### config.mk
export PLATFORM = sky130hd
export DESIGN_NAME = shoot_seq_gen
export DESIGN_NICKNAME = d
export VERILOG_FILES = /design/src/rtl/ssg_pkg.sv /design/src/rtl/ssg_timer.sv /design/src/rtl/ssg_pattern.sv /design/src/rtl/ssg_gate_dec.sv /design/src/rtl/shoot_seq_gen.sv
export SDC_FILE = /design/constraint.sdc
export NUM_CORES = 1
export LEC_CHECK = 0
export ABC_CLOCK_PERIOD_IN_PS = 3690
export BUFFER_PORTS_ARGS = -buffer_cell sky130_fd_sc_hd__buf_4
export CELL_PAD_IN_SITES_DETAIL_PLACEMENT = 1
export CELL_PAD_IN_SITES_GLOBAL_PLACEMENT = 1
export CORE_MARGIN = 2
export CORE_UTILIZATION = 35
export DETAILED_ROUTE_END_ITERATION = 8
export PLACE_DENSITY_LB_ADDON = 0.08
export SYNTH_ARGS = -nofsm -noshare
export SYNTH_HDL_FRONTEND = slang
export SYNTH_SLANG_ARGS = --single-unit
export TNS_END_PERCENT = 10
### constraint.sdc
create_clock -name clk -period 3.69 [get_ports clk]
set_input_delay 0.738 -clock clk [delete_from_list [all_inputs] [get_ports clk]]
set_output_delay 0.738 -clock clk [all_outputs]
set_load 0.02 [all_outputs]
### src/rtl/ssg_pkg.sv
package ssg_pkg;
  localparam int NSEG  = 11;
  localparam int NSLOT = 6;
  localparam int IDX_W = $clog2(NSEG);
  localparam int GATES = 6;

  typedef enum logic [2:0] {
    ST_N   = 3'b000,
    ST_OM  = 3'b001,
    ST_OP  = 3'b010,
    ST_P   = 3'b011,
    ST_L   = 3'b100,
    ST_U   = 3'b101,
    ST_OFF = 3'b110
  } pstate_t;

  // mirror halves share one length slot
  function automatic int slot_of(input int k);
    return (k <= NSEG / 2) ? k : (NSEG - 1 - k);
  endfunction

  function automatic bit is_boost_slot(input int s);
    return (s == 1) || (s == 4);
  endfunction
endpackage

### src/rtl/ssg_timer.sv
module ssg_timer
  import ssg_pkg::*;
#(
  parameter int LEN_W = 8
) (
  input  logic                         clk,
  input  logic                         rst,
  input  logic                         start_i,
  input  logic                         boost_i,
  input  logic [NSLOT-1:0][LEN_W-1:0]  len_i,
  output logic                         busy_o,
  output logic [IDX_W-1:0]             idx_o
);
  logic [NSLOT-1:0][LEN_W-1:0] len_q;
  logic                        boost_q;
  logic                        busy_q;
  logic [IDX_W-1:0]            idx_q;
  logic [LEN_W-1:0]            cnt_q;

  logic                        run_found, new_found, run_last, launch;
  logic [IDX_W-1:0]            run_idx, new_idx;
  logic [LEN_W-1:0]            run_len, new_len;

  function automatic logic [LEN_W-1:0] seg_len(
    input logic [NSLOT-1:0][LEN_W-1:0] l, input logic b, input int k);
    int s;
    s = slot_of(k);
    if (!b && is_boost_slot(s)) return '0;
    return l[s];
  endfunction

  // next non-empty segment after the current one, and first one of a new launch
  always_comb begin
    run_found = 1'b0;
    run_idx   = '0;
    run_len   = '0;
    new_found = 1'b0;
    new_idx   = '0;
    new_len   = '0;
    for (int k = NSEG - 1; k >= 0; k--) begin
      if (k > int'(idx_q) && seg_len(len_q, boost_q, k) != '0) begin
        run_found = 1'b1;
        run_idx   = IDX_W'(k);
        run_len   = seg_len(len_q, boost_q, k);
      end
      if (seg_len(len_i, boost_i, k) != '0) begin
        new_found = 1'b1;
        new_idx   = IDX_W'(k);
        new_len   = seg_len(len_i, boost_i, k);
      end
    end
  end

  assign run_last = busy_q && (cnt_q == '0) && !run_found;
  assign launch   = start_i && (!busy_q || run_last);

  always_ff @(posedge clk) begin
    if (rst) begin
      len_q   <= '0;
      boost_q <= 1'b0;
      busy_q  <= 1'b0;
      idx_q   <= '0;
      cnt_q   <= '0;
    end else if (launch) begin
      len_q   <= len_i;
      boost_q <= boost_i;
      busy_q  <= new_found;
      idx_q   <= new_found ? new_idx : '0;
      cnt_q   <= new_found ? new_len - LEN_W'(1) : '0;
    end else if (busy_q) begin
      if (cnt_q != '0) begin
        cnt_q <= cnt_q - LEN_W'(1);
      end else if (run_found) begin
        idx_q <= run_idx;
        cnt_q <= run_len - LEN_W'(1);
      end else begin
        busy_q <= 1'b0;
        idx_q  <= '0;
      end
    end
  end

  assign busy_o = busy_q;
  assign idx_o  = idx_q;
endmodule

### src/rtl/ssg_pattern.sv
module ssg_pattern
  import ssg_pkg::*;
(
  input  logic             busy_i,
  input  logic [IDX_W-1:0] idx_i,
  output pstate_t          st_a_o,
  output pstate_t          st_b_o,
  output pstate_t          st_c_o
);
  always_comb begin
    st_a_o = ST_OFF;
    st_b_o = ST_OFF;
    st_c_o = ST_OFF;
    if (busy_i) begin
      unique case (idx_i)
        4'd0, 4'd10: begin st_a_o = ST_OP; st_b_o = ST_N;  st_c_o = ST_N;  end
        4'd1, 4'd9:  begin st_a_o = ST_U;  st_b_o = ST_N;  st_c_o = ST_N;  end
        4'd2, 4'd8:  begin st_a_o = ST_P;  st_b_o = ST_N;  st_c_o = ST_N;  end
        4'd3, 4'd7:  begin st_a_o = ST_P;  st_b_o = ST_OM; st_c_o = ST_N;  end
        4'd4, 4'd6:  begin st_a_o = ST_P;  st_b_o = ST_OM; st_c_o = ST_L;  end
        4'd5:        begin st_a_o = ST_P;  st_b_o = ST_OM; st_c_o = ST_OM; end
        default:     begin st_a_o = ST_OFF; st_b_o = ST_OFF; st_c_o = ST_OFF; end
      endcase
    end
  end
endmodule

### src/rtl/ssg_gate_dec.sv
module ssg_gate_dec
  import ssg_pkg::*;
(
  input  pstate_t          st_i,
  output logic [GATES-1:0] gate_o
);
  localparam logic [3:0] SLOW_HI = 4'b0101; // slow1, slow3
  localparam logic [3:0] SLOW_LO = 4'b1010; // slow2, slow4

  always_comb begin
    unique case (st_i)
      ST_P:    gate_o = {2'b01, SLOW_HI};
      ST_OP:   gate_o = {2'b10, SLOW_HI};
      ST_U:    gate_o = {2'b11, SLOW_HI};
      ST_N:    gate_o = {2'b10, SLOW_LO};
      ST_OM:   gate_o = {2'b01, SLOW_LO};
      ST_L:    gate_o = {2'b11, SLOW_LO};
      default: gate_o = '0;
    endcase
  end
endmodule

### src/rtl/shoot_seq_gen.sv
module shoot_seq_gen
  import ssg_pkg::*;
#(
  parameter int LEN_W = 8
) (
  input  logic             clk,
  input  logic             rst,
  input  logic             start_i,
  input  logic             boost_i,
  input  logic [LEN_W-1:0] len_outer_i,
  input  logic [LEN_W-1:0] len_ust_i,
  input  logic [LEN_W-1:0] len_pnn_i,
  input  logic [LEN_W-1:0] len_mid_i,
  input  logic [LEN_W-1:0] len_lst_i,
  input  logic [LEN_W-1:0] len_ctr_i,
  output logic [2:0]       state_a_o,
  output logic [2:0]       state_b_o,
  output logic [2:0]       state_c_o,
  output logic [5:0]       gate_a_o,
  output logic [5:0]       gate_b_o,
  output logic [5:0]       gate_c_o,
  output logic [3:0]       seg_o
);
  localparam int NPH = 3;

  logic [NSLOT-1:0][LEN_W-1:0] len_vec;
  logic                        busy;
  logic [IDX_W-1:0]            idx;
  pstate_t                     st [NPH];
  logic [GATES-1:0]            gt [NPH];

  assign len_vec = {len_ctr_i, len_lst_i, len_mid_i, len_pnn_i, len_ust_i, len_outer_i};

  ssg_timer #(.LEN_W(LEN_W)) u_timer (
    .clk(clk), .rst(rst), .start_i(start_i), .boost_i(boost_i),
    .len_i(len_vec), .busy_o(busy), .idx_o(idx)
  );

  ssg_pattern u_pattern (
    .busy_i(busy), .idx_i(idx),
    .st_a_o(st[0]), .st_b_o(st[1]), .st_c_o(st[2])
  );

  for (genvar p = 0; p < NPH; p++) begin : g_phase
    ssg_gate_dec u_dec (.st_i(st[p]), .gate_o(gt[p]));
  end

  assign state_a_o = st[0];
  assign state_b_o = st[1];
  assign state_c_o = st[2];
  assign gate_a_o  = gt[0];
  assign gate_b_o  = gt[1];
  assign gate_c_o  = gt[2];
  assign seg_o     = 4'(idx);
endmodule

; ---- After elaboration in Yosys (flattened, before gate mapping)
; Memories as Yosys holds them, arrays and structs flattened. A register that Yosys moved wholly into a read port is not among the register bits.
; Index checks and enable logic that the tools add are counted.
[classes]
addsub = 3
multipliers = 0
n_div = 0
n_lt_le_gt_ge = 10
eq_ne = 16
n_shift = 0
n_mux = 90
bitwise_logic = 0
reduce_logical = 37
[ops]
columns = cell, count
row1 = two-way mux 8 bit, 33
row2 = one-hot mux 6 bit (6 select lines), 3
row3 = nonzero test 8 bit, 13
row4 = two-way mux 4 bit, 16
row5 = two-way mux 3 bit, 10
row6 = two-way mux 1 bit, 28
row7 = subtractor 8 x 1 -> 8 bit (second input constant), 3
row8 = equality test 3 x 2 -> 1 bit (second input constant), 6
row9 = equality test 3 bit (second input constant), 6
row10 = greater-than comparator 3 x 4 -> 1 bit (first input constant), 4
row11 = logical AND 1 bit, 13
row12 = greater-than comparator 4 bit (first input constant), 3
row13 = equality test 3 x 1 -> 1 bit (second input constant), 3
row14 = logical NOT 3 bit, 3
row15 = greater-than comparator 2 x 4 -> 1 bit (first input constant), 2
row16 = logical NOT 8 bit, 1
row17 = greater-than comparator 1 x 4 -> 1 bit (first input constant), 1
row18 = AND reduction 2 bit, 2
row19 = nonzero test 3 bit, 1
row20 = logical NOT 1 bit, 2
row21 = != test 2 x 1 -> 1 bit (second input constant), 1
row22 = nonzero test 2 bit, 1
row23 = logical OR 1 bit, 1
[word_totals]
regBits = 62
latchBits = 0
mem_bits_rw = 0
romBits = 144
input_bits = 52
out_inout_bits = 31
memories = 1
[memory_table]
columns = name, words, word_bits, rd, rd_clocked_by_memory_dff, write_ports, line
row1 = (name not given), 16, 9, 1, 1, 0, ssg_pattern.sv:15  ; unique case (idx_i)

; ---- Depth between registers and ports, before layout
[logic_depth]
word_depth = 20
depth_mapped = 13
mapped_depth_nobuf = 11

; ---- Hierarchy
; A second synthesis with hierarchy kept.
[hier_totals]
hier_cells = 657
hier_area_um2 = 4767.1
[by_module_without_submodules]
columns = module, n_inst, cells_per_inst, area_each_um2
row1 = ssg_timer, 1, 616, 4484.3
row2 = ssg_gate_dec, 3, 8, 57.6
row3 = ssg_pattern, 1, 17, 110.1

; ---- Worst setup path after synthesis
; No wires, ideal clock.
[synth_path]
path_type = input -> register
startpoint = in len_outer_i[6]
endpoint = reg u_timer.cnt_q[6]
setup_time_ns = 0.103
t_arrival_ns = 3.016
required_ns = 3.587
path_slack_ns = 0.570
cell_stages = 11
path_buffers = 1
cell_sequence = or4_1 > or2_2 > clkbuf_1 > nor2_1 > a221oi_1 > ha_1 > inv_1 > nor4_1 > xnor2_1 > a21oi_1 > a2111oi_2
[synth_via]
elab_chain_len = 5
word_cells_on_any_way = 6
cone_classes = 1 x add/sub / 4 x mux / 1 x reduce/logical
[synth_lines]
columns = item, line
row1 = "start, declared", shoot_seq_gen.sv:10  ; input logic [LEN_W-1:0] len_outer_i,
row2 = nonzero test 8 bit, ssg_timer.sv:46  ; if (seg_len(len_i, boost_i, k) != '0) begin
row3 = two-way mux 8 bit, ssg_timer.sv:46
row4 = subtractor 8 x 1 -> 8 bit, ssg_timer.sv:69  ; cnt_q <= new_found ? new_len - LEN_W'(1) : '0;
row5 = two-way mux 8 bit (*), ssg_timer.sv:69
row6 = two-way mux 8 bit (*), ssg_timer.sv:64  ; end else if (launch) begin
row7 = "end signal, assigned", ssg_timer.sv:69
row8 = "end signal, assigned", ssg_timer.sv:72  ; cnt_q <= cnt_q - LEN_W'(1);
row9 = "end signal, assigned", ssg_timer.sv:75  ; cnt_q <= run_len - LEN_W'(1);
row10 = "end, declared", ssg_timer.sv:18  ; logic [LEN_W-1:0] cnt_q;
; Mark *: on every way between the ends. The rest lies on a longest branch, timed or not.
; A chain may end at the register's enable or synchronous reset.

; ---- Worst setup path after layout
[layout_path]
startpoint = reg u_timer.idx_q[3], in the netlist u_timer.idx_o[3]
endpoint = reg u_timer.cnt_q[6]
[layout_via]
elab_chain_len = 18
word_cells_on_any_way = 52
cone_classes = 1 x add/sub / 10 x order compare / 24 x mux / 17 x reduce/logical
[layout_lines]
columns = item, line
row1 = "start, declared", ssg_timer.sv:17  ; logic [IDX_W-1:0] idx_q;
row2 = "start signal, assigned", ssg_timer.sv:68  ; idx_q <= new_found ? new_idx : '0;
row3 = "start signal, assigned", ssg_timer.sv:74  ; idx_q <= run_idx;
row4 = "parallel branches: the longest is 18 deep, another holds greater-than comparator 4 bit", -
; Parallel ways; which one is timed is not known. The select of a mux whose other input is x is not followed.

==> results by group <==
Yosys
  – Top FF cell, synth: dfxtp_1
  – Gate count after technology mapping: 646
  – Cell variety after synth: 72
  – Post-Syn Area: 4720 um^2
  – Average size of a mapped cell: 7.31 um^2
  – Top-count cell post-synth: nand2_1
  – Main area contributors after synthesis: dfxtp_1, nand2_1, a21oi_1, clkbuf_1, nor2_1
  – Share of the yosys chip area belonging to registers: 29.3%
  – YS warnings: 0
  – Yosys reg bits: 69
  – Synth top cells by count: nand2_1, a21oi_1, dfxtp_1, clkbuf_1, nor2_1
  – Post-synth EDFFs: 0
  – Yosys top cell area share: 29.3%
  – Yosys top cell by area: dfxtp_1
  – Ys async rst share: 0%

Power and ir drop
  – Switching pwr: 0.000863 W
  – Comb power frac: 30.4%
  – Switching Share: 34.8%
  – P_leak: 2.29 nW
  – Int Power: 0.00162 W
  – Clock power share: 34.8%
  – Pwr Density: 420 nW/um^2
  – Reg power frac: 34.8%
  – VDD IR max: 0.226 mV

Drt
  – Drt via density: 6.07
  – Remaining DRCs: 0
  – Vias: 5508
  – Iteration-0 DRC Markers: 465
  – DR pass1 iterations: 5
  – Routed WL per cell: 22.8 um
  – Antenna-violating nets left: 0
  – Total wire length: 20.7 mm

Timing
  – Final Max Slew Viols: 0
  – Fin. Hold Viols: 0
  – Peak Freq: 291 MHz
  – Final period util: 93.1%
  – Setup Skew: 10.7 ps
  – Slew HR: 47.5%
  – Slew @ Worst Pin: 787 ps
  – Setup-failing EPs final: 0
  – Shortest period the worst path allows: 3430 ps
  – Final setup margin: 256 ps
  – Final setup TNS: 0 ps
  – RSZ-0062 raised after global routing: no

Worst setup path
  – Crit path max-delay family: compound AO/OA/AOI/OAI gates
  – CP endpoint kind: register
  – Data required time of the worst path: 3930 ps
  – Crit path max-delay cell type: dfxtp_1
  – WP data arrival: 3680 ps
  – CP cell instances: inv_1 > and2_1 > a221o_1 > a221oi_1 > a211oi_1 > o21ai_0 > nand3_1 > xnor2_1 > a2111oi_2
  – CP peak stage delay: 630 ps
  – CP Max Fanout: 11
  – Kind of critical path: register to register
  – Setup crit start kind: register
  – CP Buf/Inv Count: 1

Clock tree
  – Total CTS buffers: 9
  – Setup repair bufs after CTS: 0
  – Hold_buf cts: 0
  – Clock Latency Late Sink: 340 ps
  – Post-CTS sizing: 0
  – CTS tree: done
  – H-tree depth: 3
  – Clock-pin slew on the worst setup and hold paths: 60 ps
  – Clock buffer depth: 2
  – Root Buffer: clkbuf_16
  – Clock Sinks: 69

Placed design
  – Dpl ws: 36.8 ps
  – DPL Wire Length: 16.5 mm
  – Port bufs: 80
  – GPL Wtd Cong: 1.04

Die
  – Starting Density: 35.8%
  – Die H: 120 um
  – Die footprint: 14400 um^2
  – Core area: 13200 um^2
  – Ports: 83
  – Die X: 120 um
  – Row cnt: 42

Job
  – Max cap viols: 0

Run status
  – Status: finished, final reports clean

Global route
  – Pin count of the biggest net entering global routing: 63
  – Vias in the first global route: 5438
  – GRT Total Usage: 28.9%
  – Global-route wire length before repair: 31.8 mm
  – Congestion Overflow GR: 0
  – Initial antenna violation count: 0

Final layout
  – N_diodes: 0
  – Area Growth Syn to Fin: 25.0%
  – Layout cells sized above 1: 22.2%
  – Layout Nets: 780
  – # fillers: 1659

Min path
  – Path type of the worst min-delay path: register to register
==> path summary, 6_finish.rpt <==
kind | startpoint | endpoint | slack [ps] | cells after the start
max reg2reg | u_timer.idx_o[3] | u_timer.cnt_q[6] | 260 | 9
min reg2reg | u_timer.len_q[44] | u_timer.len_q[44] | 480 | 2
min | u_timer.len_q[44] | u_timer.len_q[44] | 480 | 2
max | u_timer.idx_o[3] | u_timer.cnt_q[6] | 260 | 9
==> per-stage QoR <==
step	std cells	area [um^2]	hold slack (ps)	total power, W	utilization, %
after floorplan	647	4720	441	0.00131	-
after global placement	891	5610	465	0.00161	42.5
after detailed placement	891	5610	474	0.00161	42.5
after CTS	907	5900	482	0.00247	44.7
after global routing	907	5900	512	0.00258	44.7
final	907	5900	481	0.00248	44.7
==> cells in the final DEF, fill, tap and decap left out, drive strengths merged, types with 3 or more instances in the layout <==
cell type and count:
inv 13, a221o 8, or2 4, buf 116, a21o 5, nand3 18
nor2b 4, clkbuf 9, o211a 4, and3 7, a211oi 11, nor3 10
a32oi 7, a221oi 11, nand2 139, nor4 16, o21ai 26, a31oi 10
or4 13, a21oi 80, mux2i 6, o21a 4, o31ai 6, a21boi 3
nand2b 4, nand4 9, xnor2 8, o2111ai 5, o211ai 12, nor2 29
clkinv 5, a311oi 4, nor3b 3, and2 12, dfxtp 69
==> routing by layer <==
layer / wire [um] / GRT usage (%)
met3: 1310 / 3.94
met5: 0 / 0
met2: 9530 / 46.1
met1: 9390 / 40.5
met4: 471 / 8.75
==> worst reg2reg max path, stage by stage, from the launching register on <==
cell and delay [ps]:
dfxtp_1 630, inv_1 310, and2_1 310, a221o_1 360
a221oi_1 320, a211oi_1 90, o21ai_0 600, nand3_1 180
xnor2_1 180, a2111oi_2 360
==> logic make-up after synthesis <==
group	Yosys count	synth area share, %
simple gates	275	28.7
xor+xnor	8	1.48
fa+ha+maj	2	0.530
buf+inv	61	5.67
other cells	1	0.0794
flops	69	29.3
compound gates	223	32.8
mux	7	1.51
==> power by group through the flow <==
stage                     Clock, W  Sequential [W]  Combinational, W
final                     0.000862        0.000864          0.000755
after global routing      0.000900        0.000868          0.000815
after CTS                 0.000866        0.000862          0.000743
after detailed placement         0        0.000878          0.000737
after global placement           0        0.000876          0.000733
after floorplan                  0        0.000845          0.000461
==> cell type report <==
cell class                      instances  area [um^2]  share of cell area (%)
Multi-Input combinational cell        517         3080                    52.1
Sequential cell                        69         1380                    23.4
Tap cell                              176          220                    3.73
Clock inverter                          7         66.3                    1.12
Timing Repair Buffer                  116          883                    15.0
Inverter                               13         48.8                   0.827
Clock buffer                            9          225                    3.82
Power figures use the tool's default switching activity.
